--- src/rtl/edid_fetch_seq.sv ---
module edid_fetch_seq #(
  parameter logic [6:0]  DEV_ADDR   = 7'h50,
  parameter int          BLK_BYTES  = 128,
  parameter int          AW         = 16,
  parameter int          EXT_OFS    = 126,
  parameter logic [15:0] TREQ_ADDR  = 16'h0218,
  parameter logic [15:0] TCSUM_ADDR = 16'h0261,
  parameter logic [15:0] TRESP_ADDR = 16'h0260,
  parameter int          TREQ_BIT   = 2,
  parameter logic [7:0]  TRESP_FLAG = 8'h04
) (
  input  logic          clk,
  input  logic          rst_n,
  input  logic          start,
  output logic          busy,
  output logic          done,
  output logic [1:0]    status,
  output logic          bus_req,
  output logic          bus_we,
  output logic          bus_cfg,
  output logic [6:0]    bus_dev,
  output logic [AW-1:0] bus_addr,
  output logic [7:0]    bus_wdata,
  input  logic          bus_ack,
  input  logic          bus_err,
  input  logic [7:0]    bus_rdata,
  input  logic [7:0]    buf_raddr,
  output logic [7:0]    buf_rdata
);
  localparam int BUF_BYTES = 2 * BLK_BYTES;
  localparam int IW = $clog2(BUF_BYTES);
  localparam int OW = $clog2(BLK_BYTES);
  localparam logic [1:0] ST_OK = 2'd0, ST_XERR = 2'd1, ST_CSUM = 2'd2;

  typedef enum logic [2:0] {S_IDLE, S_EXT, S_BLK, S_TREQ, S_TCS, S_TRSP} state_t;

  state_t       state;
  logic [IW-1:0] idx;
  logic [7:0]   sum, last_ck;
  logic         two_blk, gap;
  logic [7:0]   mem [BUF_BYTES];

  wire       xfer    = bus_req && bus_ack;
  wire [7:0] sum_nx  = sum + bus_rdata;
  wire       blk_end = idx[OW-1:0] == OW'(BLK_BYTES - 1);

  assign busy      = state != S_IDLE;
  assign bus_req   = busy && !gap;
  assign bus_dev   = DEV_ADDR;
  assign buf_rdata = mem[buf_raddr[IW-1:0]];

  always_comb begin
    bus_we    = 1'b0;
    bus_cfg   = 1'b0;
    bus_addr  = '0;
    bus_wdata = '0;
    case (state)
      S_EXT:  bus_addr = AW'(EXT_OFS);
      S_BLK:  bus_addr = AW'(idx);
      S_TREQ: begin bus_cfg = 1'b1; bus_addr = TREQ_ADDR; end
      S_TCS:  begin bus_cfg = 1'b1; bus_we = 1'b1; bus_addr = TCSUM_ADDR; bus_wdata = last_ck; end
      S_TRSP: begin bus_cfg = 1'b1; bus_we = 1'b1; bus_addr = TRESP_ADDR; bus_wdata = TRESP_FLAG; end
      default: ;
    endcase
  end

  always_ff @(posedge clk or negedge rst_n) begin
    if (!rst_n) begin
      state   <= S_IDLE;
      idx     <= '0;
      sum     <= '0;
      last_ck <= '0;
      two_blk <= 1'b0;
      gap     <= 1'b0;
      done    <= 1'b0;
      status  <= ST_OK;
    end else begin
      done <= 1'b0;
      gap  <= xfer;
      case (state)
        S_IDLE: if (start) begin
          state  <= S_EXT;
          idx    <= '0;
          sum    <= '0;
          status <= ST_OK;
        end
        S_EXT: if (xfer) begin
          if (bus_err) begin
            state <= S_IDLE; done <= 1'b1; status <= ST_XERR;
          end else begin
            two_blk <= |bus_rdata;
            state   <= S_BLK;
          end
        end
        S_BLK: if (xfer) begin
          if (bus_err) begin
            state <= S_IDLE; done <= 1'b1; status <= ST_XERR;
          end else if (!blk_end) begin
            sum <= sum_nx;
            idx <= idx + 1'b1;
          end else if (sum_nx != 8'd0) begin
            state <= S_IDLE; done <= 1'b1; status <= ST_CSUM;
          end else begin
            last_ck <= bus_rdata;
            sum     <= '0;
            if (two_blk && !idx[IW-1]) idx <= idx + 1'b1;
            else state <= S_TREQ;
          end
        end
        S_TREQ: if (xfer) begin
          if (bus_err) begin
            state <= S_IDLE; done <= 1'b1; status <= ST_XERR;
          end else if (bus_rdata[TREQ_BIT]) begin
            state <= S_TCS;
          end else begin
            state <= S_IDLE; done <= 1'b1; status <= ST_OK;
          end
        end
        S_TCS: if (xfer) begin
          if (bus_err) begin
            state <= S_IDLE; done <= 1'b1; status <= ST_XERR;
          end else state <= S_TRSP;
        end
        S_TRSP: if (xfer) begin
          state  <= S_IDLE;
          done   <= 1'b1;
          status <= bus_err ? ST_XERR : ST_OK;
        end
        default: state <= S_IDLE;
      endcase
    end
  end

  always_ff @(posedge clk)
    if (state == S_BLK && xfer && !bus_err) mem[idx] <= bus_rdata;

  p_hold_r7: assert property (@(posedge clk) disable iff (!rst_n)
    bus_req && !bus_ack |=> bus_req && $stable(bus_addr) && $stable(bus_we) && $stable(bus_cfg));
  p_gap_r7: assert property (@(posedge clk) disable iff (!rst_n)
    bus_req && bus_ack |=> !bus_req);
  p_devaddr_r1: assert property (@(posedge clk) disable iff (!rst_n)
    bus_req && !bus_cfg |-> bus_dev == DEV_ADDR && !bus_we);
  p_pulse_r8: assert property (@(posedge clk) disable iff (!rst_n)
    done |=> !done);
  p_code_r8: assert property (@(posedge clk) disable iff (!rst_n)
    done |-> status != 2'd3 && !bus_req);
  p_stop_r5: assert property (@(posedge clk) disable iff (!rst_n)
    bus_req && bus_ack && bus_err |=> !busy);
  p_status_r8: assert property (@(posedge clk) disable iff (!rst_n)
    !busy && !start |=> $stable(status));
endmodule

--- config.mk ---
export PLATFORM = sky130hd
export DESIGN_NAME = edid_fetch_seq
export DESIGN_NICKNAME = d
export VERILOG_FILES = /design/src/rtl/edid_fetch_seq.sv
export SDC_FILE = /design/constraint.sdc
export NUM_CORES = 2
export LEC_CHECK = 0
export ABC_CLOCK_PERIOD_IN_PS = 3000
export BUFFER_PORTS_ARGS = -buffer_cell sky130_fd_sc_hd__buf_4
export CAP_MARGIN = 15
export CORE_MARGIN = 4
export CORE_UTILIZATION = 60
export CTS_CLUSTER_SIZE = 14
export DETAILED_ROUTE_END_ITERATION = 10
export PLACE_DENSITY = 0.76
export SETUP_SLACK_MARGIN = 0.5
export SKIP_LAST_GASP = 1
export SYNTH_ARGS = -nofsm -noshare
export SYNTH_HDL_FRONTEND = slang
export SYNTH_SLANG_ARGS = --single-unit
--- constraint.sdc ---
create_clock -name clk -period 3 [get_ports clk]
set_input_delay 0 -clock clk [delete_from_list [all_inputs] [get_ports clk]]
set_output_delay 0 -clock clk [all_outputs]
set_load 0.01 [all_outputs]
# Word level (Yosys, flattened, before mapping)

Memories as Yosys holds them, arrays and structs flattened.
Index checks and enable logic that the tools add are counted.

Memories: 1
Memory bits (writable): 2048
Bits of input ports: 21
Output and inout port bits: 46
Word-level logic and storage cells: 114
Register bits: 32

Muxes and demuxes: 57
Reduce and logical (&&, ||, !) cells: 23
Bitwise logic cells: 2
Add/subtract/negate cells: 2
Eq/ne operators: 21

Memories:

| memory | depth | width | rd ports | clocked after Yosys merged registers in | wr ports | RTL line | text |
|---|---|---|---|---|---|---|---|
| mem    | 256   | 8     | 1        | 0                                       | 1        | 41       | `logic [7:0] mem [BUF_BYTES];` |

Operators with widths:

| cell                  | count |
|---|---|
| $mux W8               | 10 |
| $pmux W10 S5          | 1 |
| $pmux W8 S2           | 3 |
| $mux W3               | 13 |
| $mux W2               | 12 |
| $pmux W3 S6           | 1 |
| $mux W1               | 15 |
| $ne A3 B3 Y1 const B  | 5 |
| $ne A2 B2 Y1 const B  | 7 |
| $pmux W2 S5           | 1 |
| $reduce_and A10 Y1    | 1 |
| $reduce_and A5 Y1     | 2 |
| $add A8 B1 Y8 const B | 1 |
| $add A8 B8 Y8         | 1 |
| $reduce_and A8 Y1     | 1 |
| $reduce_bool A8 Y1    | 1 |
| $reduce_or A8 Y1      | 1 |
| $eq A7 B7 Y1 const B  | 1 |
| $eq A3 B2 Y1 const B  | 2 |
| $eq A3 B3 Y1 const B  | 2 |
| $reduce_and A6 Y1     | 1 |
| $logic_and A1 B1 Y1   | 5 |
| $reduce_bool A5 Y1    | 1 |
| $ne A2 B1 Y1 const B  | 2 |
| 11 further kinds      | 15 |

# Depth between registers and ports, before layout

Depth in word-level cells: 8
Mapped depth: 12
Mapped depth without buffers: 10

# Worst setup path after synthesis

No wires, ideal clock.

Kind: reg2reg
From: reg state[1]
To: mem mem[179][0] (enable)
Setup slack: 291 ps
Path buffers: 2
Required time: 2630 ps
Setup time: 370 ps
Period minus slack after synthesis: 2709 ps
Arrival time: 2339 ps
Cell stages (with the launch flop): 9
Path through: dfrtp_1 -> clkbuf_1 -> nand2b_1 -> nor3_1 -> nand2_1 -> nor3b_1 -> nand3_1 -> clkbuf_1 -> nor2_1

Cells in the longest elaborated chain, start to end: 7
Elaborated cells on any way between the ends: 8
Those cells by class: eq/ne: 1; mux: 2; reduce/logical: 5

Ends and longest elaborated chain:

| item                                  | RTL line | text |
|---|---|---|
| start: declaration                    | 37       | `state_t state;` |
| start signal: assignment              | 69       | `state <= S_IDLE;` |
| start signal: assignment              | 82       | `state <= S_EXT;` |
| start signal: assignment              | 89       | `state <= S_IDLE; done <= 1'b1; status <= ST_XERR;` |
| $reduce_bool A3 Y1                    | 47       | `assign busy = state != S_IDLE;` |
| $logic_and A1 B1 Y1                   | 48       | `assign bus_req = busy && !gap;` |
| $logic_and A1 B1 Y1                   | 43       | `wire xfer = bus_req && bus_ack;` |
| $logic_and A1 B1 Y1 (*) (2 in series) | 135      | `if (state == S_BLK && xfer && !bus_err) mem[idx] <= bus_rdata;` |
| $mux W1 (*)                           | 135      |  |
| $mux W1 (implied by the code) (*)     | 135      |  |
| end: declaration                      | 41       |  |

Mark *: on every way between the ends. The rest lies on a longest branch, timed or not.

# Worst setup path after layout

From: mem mem[22][6]
To: out buf_rdata[6]

Cells in the longest elaborated chain, start to end: 1

Ends and longest elaborated chain:

| item             | RTL line | text |
|---|---|---|
| $mem_v2 Z256 W8  | --       |  |
| end: declaration | 28       | `output logic [7:0] buf_rdata` |

No other way between the ends.

==> metrics.md <==
| Metric | Value |
|---|---|
| Drt pass-1 iters | 6 |
| Final hold vios | 0 |
| Initial core utilization | 60.3% |
| Largest net degree at the start of global routing | ~210 |
| Slowest CP cell | mux4_2 |
| Sequential group share of total power | 52.4% |
| Max-slew headroom | 8.06% |
| # DRC | 0 |
| GRT Total Usage | 29.0% |
| Synth Cell Area | 81600 sq um |
| Final ANT Viol Nets | 0 |
| H-tree depth | 4 |
| Reg2Reg Launch Point | sum[0] |
| Final non-filler cell total | 6180 |
| Setup WS pre-CTS | -0.179 ns |
| Final setup fails | 8 |
| Pwr dens | between 600 and 700 nW/um^2 |
| Gr ovfl total | 0 |
| Share of cells above drive strength 1 | 37.3% |
| Max VDD drop | ~0.58 mV |
| First-pass GRT wire length | 296000 um |
| Crit share post-route | 114% |
| Inst Count DP | 5772 |
| Reg clk slew, reported paths | 0.06 ns |
| Fmax | about 290 MHz |
| Placer Congestion | between 0.8 and 0.9 |
| Die area | 142000 sq um |
| Row Count | 135 |
| Iter 0 DRT Violations | 6260 |
| Slew Limit Fails | 0 |
| Overall Power | between 60 and 70 mW |
| WP data required | 3.00 ns |
| Hold Path Sink | mem[245][7] |
| Vias in the first global route | 42200 |
| Die Y-Extent | 377 um |
| Hold Crit Depth | 2 |
| Worst slew pin tran | 1.38 ns |
| Sequential area share after synthesis | 76.3% |
| RSZ-0062 raised after global routing | yes |
| Status | complete, but fails checks |
| Clock skew | 0.0475 ns |
| Worst Hold Class | primary input to flip-flop |
| Nets | 4258 |
| Crit path time final | 3.42 ns |
| Leak pwr | roughly 30 nW |
| Total negative slack | -2.51 ns |
| Post-Syn Area per Cell | 22.0 sq um |
| EDFF count, synth | 2048 |
| Worst reg-to-reg path cell count | 12 |
| Via density | between 6 and 7 |
| Net Sw Frac | 22.1% |
| Synth-to-Final Area Change | 16.8% |
| RR Endpoint | idx[6] |
| Gate Count Post-Synth | 3703 |
| Top Ports | 67 |
| CP Launch Type | flip-flop |
| Final worst slack | -0.421 ns |
| Clock sinks | about 2100 |
| IO Port Bufs | 52 |
| CTS Root Cell | clkbuf_16 |
| Synth async-reset ratio | 1.54% |
| DRT Wirelength | 201000 um |
| DIE WIDTH | 377 um |
| Dpl hpwl | roughly 120000 um |
| Yosys warns | 0 |
| Worst Path Arrival | 3.42 ns |
| Violated checks | negative setup slack |
| CTS tree | yes |
| Clk buf depth | 3 |
| #FFs+latches synth | 2080 |
| Max FO, Critical Path | 1 |
| Highest cell delay on the worst timing path | 0.56 ns |
| Placeable Area | 135000 sq um |
| WS Path Type | flip-flop to primary output |
| Crit-path cells | mux4_2 -> mux4_2 -> mux4_2 -> nor2_4 -> a311oi_4 -> buf_4 -> buf_6 |
| DR vias | 41400 |
| Initial antenna violation count | 8 |
| Max-Cap Viols | 0 |
| Num CTS Buffers | slightly below 200 |
| R2R setup slack | roughly 0.27 ns |
| Critical path capture point type | primary output |
| Routed WL per cell | 32.6 um |
| Hold_sp | bus_rdata[7] |
| Sw power | about 13 mW |
| Worst skew pair latency | about 0.85 ns |
| Library cells used by synthesis | 68 |
| Top cell by count, worst path | mux4_2 |
| Synth Flop Type | edfxtp_1 |
| Clock power share | 40.4% |
| Combinational power share | under 10% |
| Pint | 47.6 mW |
-- per-layer routing --
layer  routed length, um  track usage [%]  up-vias  part of all wire (%)
met1               73100             41.1    21700                    36
li1                    -                -    16600                     -
met5                  42                0        -                 0.021
met3               21500             6.00      390                    11
met4                6330             9.52        6                   3.1
met2              100000             46.3     2611                    50
-- flip-flops by register name (all words and copies together), names as in the netlist --
name / cells
two_blk: 1
gap: 1
done: 1
mem: 2048
idx: 8
sum: 8
state: 3
last_ck: 8
status: 2
-- layout make-up --
| class | count | area [sq um] |
|---|---|---|
| Sequential cell | 2080 | 62300 |
| Fill cell | 7548 | 39900 |
| Inverter | 12 | 46.3 |
| Multi-Input combinational cell | 1387 | 19300 |
| Clock buffer | 235 | 5110 |
| Tap cell | 1781 | 2230 |
| Timing Repair Buffer | 544 | 5000 |
| Antenna cell | 2 | 5.00 |
| Clock inverter | 139 | 1330 |
-- power groups by stage --
stage	Clock [mW]	Combinational, mW	Sequential, mW
2_1_floorplan	0	2.15	32.6
3_3_place_gp	0	3.85	32.6
3_5_place_dp	0	3.93	32.6
4_1_cts	24.9	4.23	32.0
5_1_grt	26.2	4.59	32.0
6_report	24.7	4.36	32.0
-- timing repair --
item	in CTS	in global routing
buffers inserted	12	6
hold endpoints to repair	724	0
pin swaps	31	16
hold buffers	14	0
resized for setup	141	66
setup endpoints to repair	1524	1231
-- worst max-delay path, delay by kind of cell, from the launching register on --
family	cells	cell delay, ns
buffers and inverters	2	0.28
AO/OA/AOI/OAI	1	0.07
AND/OR/NAND/NOR	1	0.19
multiplexers	3	1.62
flip-flops	1	0.43
-- how the worst max path moves through the flow --
stage | startpoint | to | slack [ns] | cells past startpoint
2_1_floorplan | state[1] | mem[118][0] | 0.41 | 9
3_3_place_gp | buf_raddr[0] | buf_rdata[0] | -0.15 | 8
3_5_place_dp | buf_raddr[0] | buf_rdata[6] | -0.18 | 12
4_1_cts | mem[86][2] | buf_rdata[2] | -0.47 | 6
5_1_grt | mem[45][6] | buf_rdata[6] | -0.46 | 7
6_report | mem[22][6] | buf_rdata[6] | -0.42 | 7
-- cell usage in the layout (no fill, tap or decap), types with 55 or more instances in the layout --
cell       count
buf_12        59
nor2_1       196
clkbuf_16    198
clkinv_1      55
edfxtp_1    2048
buf_4        447
mux4_2       571
mux2i_1       96
nor2_4        65
-- Yosys cell counts, types with 3 or more instances --
| cell type | n | area (sq um) |
|---|---|---|
| o311a_1 | 3 | 30.0 |
| xor2_1 | 5 | 43.8 |
| a221oi_1 | 27 | 236 |
| a221o_1 | 5 | 50.1 |
| nand2b_1 | 14 | 87.6 |
| buf_2 | 60 | 300 |
| buf_4 | 45 | 338 |
| xnor2_1 | 3 | 26.3 |
| a211o_1 | 3 | 26.3 |
| buf_6 | 21 | 236 |
| mux2_2 | 49 | 552 |
| o21ai_0 | 12 | 60.1 |
| and2_1 | 9 | 56.3 |
| nand3b_1 | 3 | 22.5 |
| nand4_1 | 3 | 18.8 |
| dfrtp_1 | 32 | 801 |
| nor2b_1 | 11 | 68.8 |
| or4b_1 | 4 | 40.0 |
| inv_1 | 11 | 41.3 |
| o221ai_1 | 33 | 289 |
| a31oi_1 | 4 | 25.0 |
| edfxtp_1 | 2048 | 61500 |
| mux4_2 | 571 | 12900 |
| o2bb2ai_1 | 4 | 35.0 |
| or2_2 | 4 | 25.0 |
| buf_1 | 17 | 63.8 |
| clkbuf_1 | 93 | 349 |
| and3_1 | 4 | 25.0 |
| nor4_1 | 3 | 18.8 |
| nand3_1 | 15 | 75.1 |
| a311oi_1 | 6 | 52.6 |
| a211oi_1 | 4 | 30.0 |
| nor3_1 | 27 | 135 |
| a22o_1 | 5 | 43.8 |
| a21oi_1 | 43 | 215 |
| nor2_1 | 289 | 1080 |
| nand2_1 | 43 | 161 |
| ha_1 | 13 | 163 |
| o21ai_1 | 3 | 15.0 |
| mux2i_1 | 100 | 1000 |
| o22ai_1 | 20 | 125 |
| a21o_1 | 3 | 22.5 |
-- through the flow --
step / instance area [sq um] / hold slack [ns] / utilization [%]
floorplan: 82100 / -0.296 / -
global placement: 87600 / -0.0194 / 64.8
detailed placement: 87600 / -0.0190 / 64.8
CTS: 95000 / 0.0525 / 70.2
global route: 95300 / 0.0936 / 70.5
finish: 95300 / 0.111 / 70.5
-- cell families after synthesis --
kind of cell | after synthesis | share of synthesized area, %
buf+inv | 248 | 1.63
other cells | 2 | 0.00920
flops | 2080 | 76.3
compound gates | 189 | 1.69
xor+xnor | 8 | 0.0859
mux | 720 | 17.7
simple gates | 442 | 2.37
fa+ha+maj | 14 | 0.224
Power figures use the tool's default switching activity.
